==> src/rtl/win_alarm_mon.sv <==
module win_alarm_mon #(
  parameter int NCH = 4,
  parameter int RW  = 12
) (
  input  logic            clk,
  input  logic            rst_n,
  input  logic            res_valid,
  input  logic [1:0]      res_chan,
  input  logic [RW-1:0]   res_data,
  input  logic [NCH*RW-1:0] thr_lo,
  input  logic [NCH*RW-1:0] thr_hi,
  input  logic            alm_clr,
  input  logic [7:0]      alm_clr_mask,
  input  logic            irq_en,
  output logic [7:0]      alarm_status,
  output logic [NCH*RW-1:0] fault_val,
  output logic            irq
);

  logic [NCH-1:0] st_up, st_dn;

  for (genvar c = 0; c < NCH; c++) begin : g_ch
    logic hit, over, under, keep_up, keep_dn, rise;

    assign hit     = res_valid && (res_chan == 2'(c));
    assign over    = hit && (res_data > thr_hi[c*RW +: RW]);
    assign under   = hit && (res_data < thr_lo[c*RW +: RW]);
    assign keep_up = st_up[c] && !(alm_clr && alm_clr_mask[7-2*c]);
    assign keep_dn = st_dn[c] && !(alm_clr && alm_clr_mask[6-2*c]);
    assign rise    = (over && !keep_up) || (under && !keep_dn);

    always_ff @(posedge clk) begin
      if (!rst_n) begin
        st_up[c] <= 1'b0;
        st_dn[c] <= 1'b0;
        fault_val[c*RW +: RW] <= '0;
      end else begin
        st_up[c] <= keep_up || over;
        st_dn[c] <= keep_dn || under;
        if (rise) fault_val[c*RW +: RW] <= res_data;
      end
    end

    AST_UP_STICKY: assert property (@(posedge clk) disable iff (!rst_n)
      (st_up[c] && !(alm_clr && alm_clr_mask[7-2*c])) |=> st_up[c]);
    AST_DN_STICKY: assert property (@(posedge clk) disable iff (!rst_n)
      (st_dn[c] && !(alm_clr && alm_clr_mask[6-2*c])) |=> st_dn[c]);
    AST_FAULT_HOLD: assert property (@(posedge clk) disable iff (!rst_n)
      !(res_valid && res_chan == 2'(c)) |=> $stable(fault_val[c*RW +: RW]));
    AST_NO_SPONT: assert property (@(posedge clk) disable iff (!rst_n)
      !(res_valid && res_chan == 2'(c)) |=> !$rose(st_up[c]) && !$rose(st_dn[c]));
  end

  for (genvar c = 0; c < 4; c++) begin : g_map
    if (c < NCH) begin : g_used
      assign alarm_status[7-2*c] = st_up[c];
      assign alarm_status[6-2*c] = st_dn[c];
    end else begin : g_unused
      assign alarm_status[7-2*c] = 1'b0;
      assign alarm_status[6-2*c] = 1'b0;
    end
  end

  assign irq = irq_en && (alarm_status != 8'h00);

  AST_IRQ_GATED: assert property (@(posedge clk) disable iff (!rst_n)
    !irq_en |-> !irq);
  AST_RESET_CLEAN: assert property (@(posedge clk)
    !rst_n |=> (alarm_status == 8'h00) && (fault_val == '0));

endmodule

==> config.mk <==
export PLATFORM = sky130hd
export DESIGN_NAME = win_alarm_mon
export DESIGN_NICKNAME = d
export VERILOG_FILES = /design/src/rtl/win_alarm_mon.sv
export SDC_FILE = /design/constraint.sdc
export NUM_CORES = 1
export LEC_CHECK = 0
export ABC_AREA = 0
export BUFFER_PORTS_ARGS = -buffer_cell sky130_fd_sc_hd__buf_2
export CAP_MARGIN = 5
export CORE_UTILIZATION = 45
export DETAILED_ROUTE_END_ITERATION = 12
export PLACE_DENSITY = 0.84
export SYNTH_ARGS = -nofsm -noshare
export SYNTH_HDL_FRONTEND = slang
export SYNTH_SLANG_ARGS = --single-unit
==> constraint.sdc <==
create_clock -name clk -period 2.2 [get_ports clk]
set_input_delay 0.22 -clock clk [delete_from_list [all_inputs] [get_ports clk]]
set_output_delay 0.22 -clock clk [all_outputs]
set_load 0.02 [all_outputs]
==> flow_summary.html <==
<table>
<tr><th>Metric</th><th>Value</th></tr>
<tr><th colspan="2">Run status</th></tr>
<tr><td>Run status</td><td>completed</td></tr>
<tr><th colspan="2">STA</th></tr>
<tr><td>Post-Route Hold Slack</td><td>around 0.28 ns</td></tr>
<tr><td>Min Clock Period, post-route</td><td>roughly 2 ns</td></tr>
<tr><td>Final count of negative-setup-slack endpoints</td><td>0</td></tr>
<tr><td>Setup repair after global routing missed its margin</td><td>no</td></tr>
<tr><td>Number of hold violations in the final report</td><td>0</td></tr>
<tr><td>Final worst clock skew</td><td>approximately 0.0065 ns</td></tr>
<tr><td>Max-Slew Margin vs Limit</td><td>0.4603</td></tr>
<tr><td>Final number of max-transition violations</td><td>0</td></tr>
<tr><td>TNS Setup</td><td>0 ns</td></tr>
<tr><td>Slew @ Worst Pin</td><td>slightly above 0.8 ns</td></tr>
<tr><td>Post-route fraction of the period consumed by the critical path</td><td>0.9118</td></tr>
<tr><td>Max Freq</td><td>roughly 0.5 GHz</td></tr>
<tr><th colspan="2">Floorplanning</th></tr>
<tr><td>I/O pin total</td><td>180</td></tr>
<tr><td>FP Rows</td><td>35</td></tr>
<tr><td>Starting Density</td><td>0.4708</td></tr>
<tr><td>Chip height</td><td>101.0 µm</td></tr>
<tr><td>Core region area</td><td>between 9000 and 10000 µm²</td></tr>
<tr><td>Overall die area</td><td>roughly 10000 µm²</td></tr>
<tr><td>Horiz. Die Dim</td><td>a little over 100 µm</td></tr>
<tr><th colspan="2">Setup path</th></tr>
<tr><td>Worst setup EP type</td><td>flop</td></tr>
<tr><td>Arrival time of the worst setup path</td><td>2.24 ns</td></tr>
<tr><td>Top fanout value on the critical path</td><td>12</td></tr>
<tr><td>Classification of the worst setup path</td><td>in2reg</td></tr>
<tr><td>Type of origin of the critical path</td><td>input port</td></tr>
<tr><td>Data required time of the critical path</td><td>around 2.4 ns</td></tr>
<tr><th colspan="2">Clock network</th></tr>
<tr><td>Clock tree from TritonCTS</td><td>done</td></tr>
<tr><td>CTS hold repair buffers</td><td>0</td></tr>
<tr><td>Number of H-tree branching levels</td><td>2</td></tr>
<tr><td>Worst skew pair latency</td><td>roughly 0.3 ns</td></tr>
<tr><td>Deepest clock path buffer count</td><td>2</td></tr>
<tr><td>Clk Tree Root Cell</td><td>sky130_fd_sc_hd__clkbuf_8</td></tr>
<tr><td>Post CTS Setup Buffer Count</td><td>0</td></tr>
<tr><td>Clk sink count</td><td>56</td></tr>
<tr><td>Number of clock buffers inserted by TritonCTS</td><td>5</td></tr>
<tr><td>Post-cts sizing count</td><td>0</td></tr>
<tr><td>Clock-pin transition on the worst setup and hold timing paths</td><td>~0.10 ns</td></tr>
<tr><th colspan="2">Logic synthesis</th></tr>
<tr><td>Gate count after technology mapping</td><td>531</td></tr>
<tr><td>Largest cells by area after synthesis</td><td>sky130_fd_sc_hd__ha_1 (26%), sky130_fd_sc_hd__dfxtp_1 (25%), sky130_fd_sc_hd__mux2i_1 (11%)</td></tr>
<tr><td>Number of synthesized register bits</td><td>56</td></tr>
<tr><td>Fraction of the mapped netlist area in adder cells</td><td>0.2609</td></tr>
<tr><td>Area share of xor/xnor cells in the synthesized design</td><td>0</td></tr>
<tr><td>Average cell area after synthesis</td><td>around 8.3 µm²</td></tr>
<tr><td>Synth Flop Type</td><td>sky130_fd_sc_hd__dfxtp_1</td></tr>
<tr><td>Post-synthesis mux area share</td><td>0.1089</td></tr>
<tr><td>Synthesized Nets</td><td>approximately 750</td></tr>
<tr><td>Biggest area consumer among synthesized cells</td><td>sky130_fd_sc_hd__ha_1</td></tr>
<tr><td>Combinational family with the most area after synthesis</td><td>adder cells</td></tr>
<tr><td>Simple-gate share of the synthesized area</td><td>0.1350</td></tr>
<tr><td>Area share of the largest cell type after synthesis</td><td>0.2609</td></tr>
<tr><td>Async set-or-reset flop fraction in the synthesized netlist</td><td>0</td></tr>
<tr><td>Number of enable-type register cells in the synthesized netlist</td><td>0</td></tr>
<tr><td>Sequential element share of the synthesized area</td><td>0.2541</td></tr>
<tr><td>YS warnings</td><td>0</td></tr>
<tr><td>Synth unique cells</td><td>39</td></tr>
<tr><td>Synthesized-area fraction occupied by ao, oa, aoi and oai cells</td><td>0.1483</td></tr>
<tr><td>Post-Synthesis Cell Area</td><td>approximately 4400 µm²</td></tr>
<tr><th colspan="2">Final layout</th></tr>
<tr><td>Fill cell instance count of the final layout</td><td>847</td></tr>
<tr><td>Register area</td><td>approximately 1100 µm²</td></tr>
<tr><td>Net count reported at finish</td><td>940</td></tr>
<tr><td>Synth-to-layout area growth</td><td>29.21%</td></tr>
<tr><td>Total non-filler cell area in the finished layout</td><td>around 5700 µm²</td></tr>
<tr><td>Fraction of layout cells with a size suffix above 1</td><td>0.2975</td></tr>
<tr><td>Diodes inserted</td><td>0</td></tr>
<tr><td>Post-layout utilization of the core</td><td>0.6083</td></tr>
<tr><td>Area of combinational cells with multiple inputs</td><td>2885 µm²</td></tr>
<tr><th colspan="2">Detailed routing</th></tr>
<tr><td>DR vias/cell</td><td>approximately 5.2</td></tr>
<tr><td>DR WL/cell</td><td>between 15 and 20 µm</td></tr>
<tr><td>Detailed Routing Iterations Pass 1</td><td>4</td></tr>
<tr><td>DRT Wirelength</td><td>13290 µm</td></tr>
<tr><td>Number of DRC markers in iteration 0</td><td>160</td></tr>
<tr><td>Total via count after detailed routing</td><td>4460</td></tr>
<tr><td>Count of nets left with antenna violations after detail routing</td><td>0</td></tr>
<tr><td>Drc violations</td><td>0</td></tr>
<tr><th colspan="2">Global route</th></tr>
<tr><td>Grt peak-use layer</td><td>met2</td></tr>
<tr><td>Residual overflow from global routing</td><td>0</td></tr>
<tr><td>Via count of the first global-routing pass</td><td>4627</td></tr>
<tr><td>GRT Total Usage</td><td>0.2647</td></tr>
<tr><td>Global-route wire length before repair</td><td>between 20000 and 25000 µm</td></tr>
<tr><td>Number of antenna violations at the first check in global routing</td><td>0</td></tr>
<tr><td>Met1 track demand over resource</td><td>0.3247</td></tr>
<tr><td>Maximum number of pins on one net before global-route repair</td><td>46</td></tr>
<tr><td>Met2 routing resource usage after global routing</td><td>0.4684</td></tr>
<tr><td>GRT met3 Usage</td><td>0.03814</td></tr>
<tr><th colspan="2">Placement</th></tr>
<tr><td>Placer Congestion</td><td>between 0.8 and 0.9</td></tr>
<tr><td>Count of buffers from port buffering</td><td>~180</td></tr>
<tr><td>Instance area at placement</td><td>approximately 5600 µm²</td></tr>
<tr><td>Post-DP HPWL</td><td>between 10000 and 15000 µm</td></tr>
<tr><th colspan="2">Power</th></tr>
<tr><td>Leak Pwr</td><td>between 3 and 4 nW</td></tr>
<tr><td>Post-route total power</td><td>2.507 mW</td></tr>
<tr><td>Largest voltage drop on the vdd net</td><td>slightly above 0.3 mV</td></tr>
<tr><td>Ratio of total power to cell area</td><td>439.8 nW/µm²</td></tr>
<tr><th colspan="2">Worst hold path</th></tr>
<tr><td>Path class of the lowest-slack min-delay path</td><td>in2reg</td></tr>
<tr><th colspan="2">Run</th></tr>
<tr><td>Max-cap check violation count</td><td>0</td></tr>
</table>
==> kinds of logic (layout without fill, tap and decap cells) <==
logic type	count (synthesis)	after routing
adder cells (fa/ha/maj)	92	92
AO/OA/AOI/OAI	98	98
multiplexers	48	48
AND/OR/NAND/NOR	131	131
flip-flops	56	56
buffers and inverters	106	301
==> through the flow <==
step,instances,setup slack [ns]
after CTS,855,0.1779
after detailed placement,847,-0.1261
after global routing,855,0.03113
after floorplan,531,0.1093
final,855,0.1941
after global placement,847,-0.03962
==> report_power, final <==
| group | switching (mW) | leakage, nW | internal [mW] | total (mW) |
|---|---|---|---|---|
| combinational | 0.458 | 2.92 | 0.370 | 0.829 |
| sequential | 0.0303 | 0.455 | 1.06 | 1.09 |
| clock | 0.329 | 0.0516 | 0.258 | 0.587 |
| total | 0.818 | 3.42 | 1.69 | 2.51 |
==> registers in the layout, indices dropped and copies added (netlist names) <==
| name | count |
|---|---|
| fault_val | 48 |
| alarm_status | 8 |
==> final timing paths <==
| kind | start | end | slack (ns) | cells past startpoint |
|---|---|---|---|---|
| max | res_data[2] | fault_val[4]$_SDFFE_PN0P_ | 0.19 | 8 |
| min | alm_clr_mask[0] | alarm_status[0]$_SDFF_PN0_ | 0.28 | 4 |
| max reg2reg | alarm_status[7]$_SDFF_PN0_ | fault_val[4]$_SDFFE_PN0P_ | 0.65 | 5 |
| min reg2reg | fault_val[15]$_SDFFE_PN0P_ | fault_val[15]$_SDFFE_PN0P_ | 0.46 | 2 |
==> cell usage after synthesis, types with 3 or more instances <==
cell	count
sky130_fd_sc_hd__nand3_1	7
sky130_fd_sc_hd__nor3_1	3
sky130_fd_sc_hd__o21ai_0	12
sky130_fd_sc_hd__o21ba_2	3
sky130_fd_sc_hd__buf_2	3
sky130_fd_sc_hd__nor2_1	6
sky130_fd_sc_hd__nand4_1	10
sky130_fd_sc_hd__a211oi_1	6
sky130_fd_sc_hd__mux2i_1	48
sky130_fd_sc_hd__nand2_1	83
sky130_fd_sc_hd__a21o_1	6
sky130_fd_sc_hd__a21oi_1	34
sky130_fd_sc_hd__nor2b_1	9
sky130_fd_sc_hd__o22ai_1	3
sky130_fd_sc_hd__inv_1	94
sky130_fd_sc_hd__a31oi_1	5
sky130_fd_sc_hd__dfxtp_1	56
sky130_fd_sc_hd__ha_1	92
sky130_fd_sc_hd__o21a_1	6
sky130_fd_sc_hd__and3_1	4
sky130_fd_sc_hd__o221ai_1	3
sky130_fd_sc_hd__a21boi_0	5
sky130_fd_sc_hd__nand2b_1	4
sky130_fd_sc_hd__clkbuf_1	8
sky130_fd_sc_hd__o2111ai_1	3
==> metal layers <==
layer / wire length (µm) / vias to the layer above
li1: - / 2220
met4: 397 / 0
met3: 831 / 35
met2: 6294 / 195
met1: 5768 / 2010
met5: 0 / -
==> critical path: stages <==
cell and delay, ns:
sky130_fd_sc_hd__buf_2 0.12, sky130_fd_sc_hd__ha_1 0.31, sky130_fd_sc_hd__a21o_1 0.19, sky130_fd_sc_hd__a221o_1 0.36, sky130_fd_sc_hd__a2111oi_2 0.42, sky130_fd_sc_hd__o32a_1 0.25
sky130_fd_sc_hd__buf_12 0.16, sky130_fd_sc_hd__mux2i_1 0.20
==> cell type report <==
type / count / area share
clock buffers: 6 / 0.01449
well taps: 129 / 0.02831
inverters: 94 / 0.06190
flip-flops and latches: 56 / 0.1967
clock inverters: 2 / 0.002414
repair buffers: 199 / 0.1901
multi-input cells: 369 / 0.5061
==> layout by cell type, fill, tap and decap left out, types with 3 or more instances in the layout <==
| cell | count |
|---|---|
| sky130_fd_sc_hd__nor2b_1 | 9 |
| sky130_fd_sc_hd__o2111ai_1 | 3 |
| sky130_fd_sc_hd__o221ai_1 | 3 |
| sky130_fd_sc_hd__a21o_1 | 6 |
| sky130_fd_sc_hd__mux2i_1 | 48 |
| sky130_fd_sc_hd__a21boi_0 | 5 |
| sky130_fd_sc_hd__dfxtp_1 | 56 |
| sky130_fd_sc_hd__clkbuf_8 | 6 |
| sky130_fd_sc_hd__o21ai_0 | 12 |
| sky130_fd_sc_hd__o21ba_2 | 3 |
| sky130_fd_sc_hd__buf_12 | 3 |
| sky130_fd_sc_hd__buf_4 | 17 |
| sky130_fd_sc_hd__nor2_1 | 6 |
| sky130_fd_sc_hd__nand4_1 | 10 |
| sky130_fd_sc_hd__a31oi_1 | 5 |
| sky130_fd_sc_hd__and3_1 | 4 |
| sky130_fd_sc_hd__inv_1 | 94 |
| sky130_fd_sc_hd__buf_2 | 179 |
| sky130_fd_sc_hd__o21a_1 | 6 |
| sky130_fd_sc_hd__a211oi_1 | 6 |
| sky130_fd_sc_hd__nand2_1 | 83 |
| sky130_fd_sc_hd__ha_1 | 92 |
| sky130_fd_sc_hd__o22ai_1 | 3 |
| sky130_fd_sc_hd__nand3_1 | 7 |
| sky130_fd_sc_hd__a21oi_1 | 33 |
| sky130_fd_sc_hd__nand2b_1 | 4 |
| sky130_fd_sc_hd__nor3_1 | 3 |
Power figures use the tool's default switching activity.
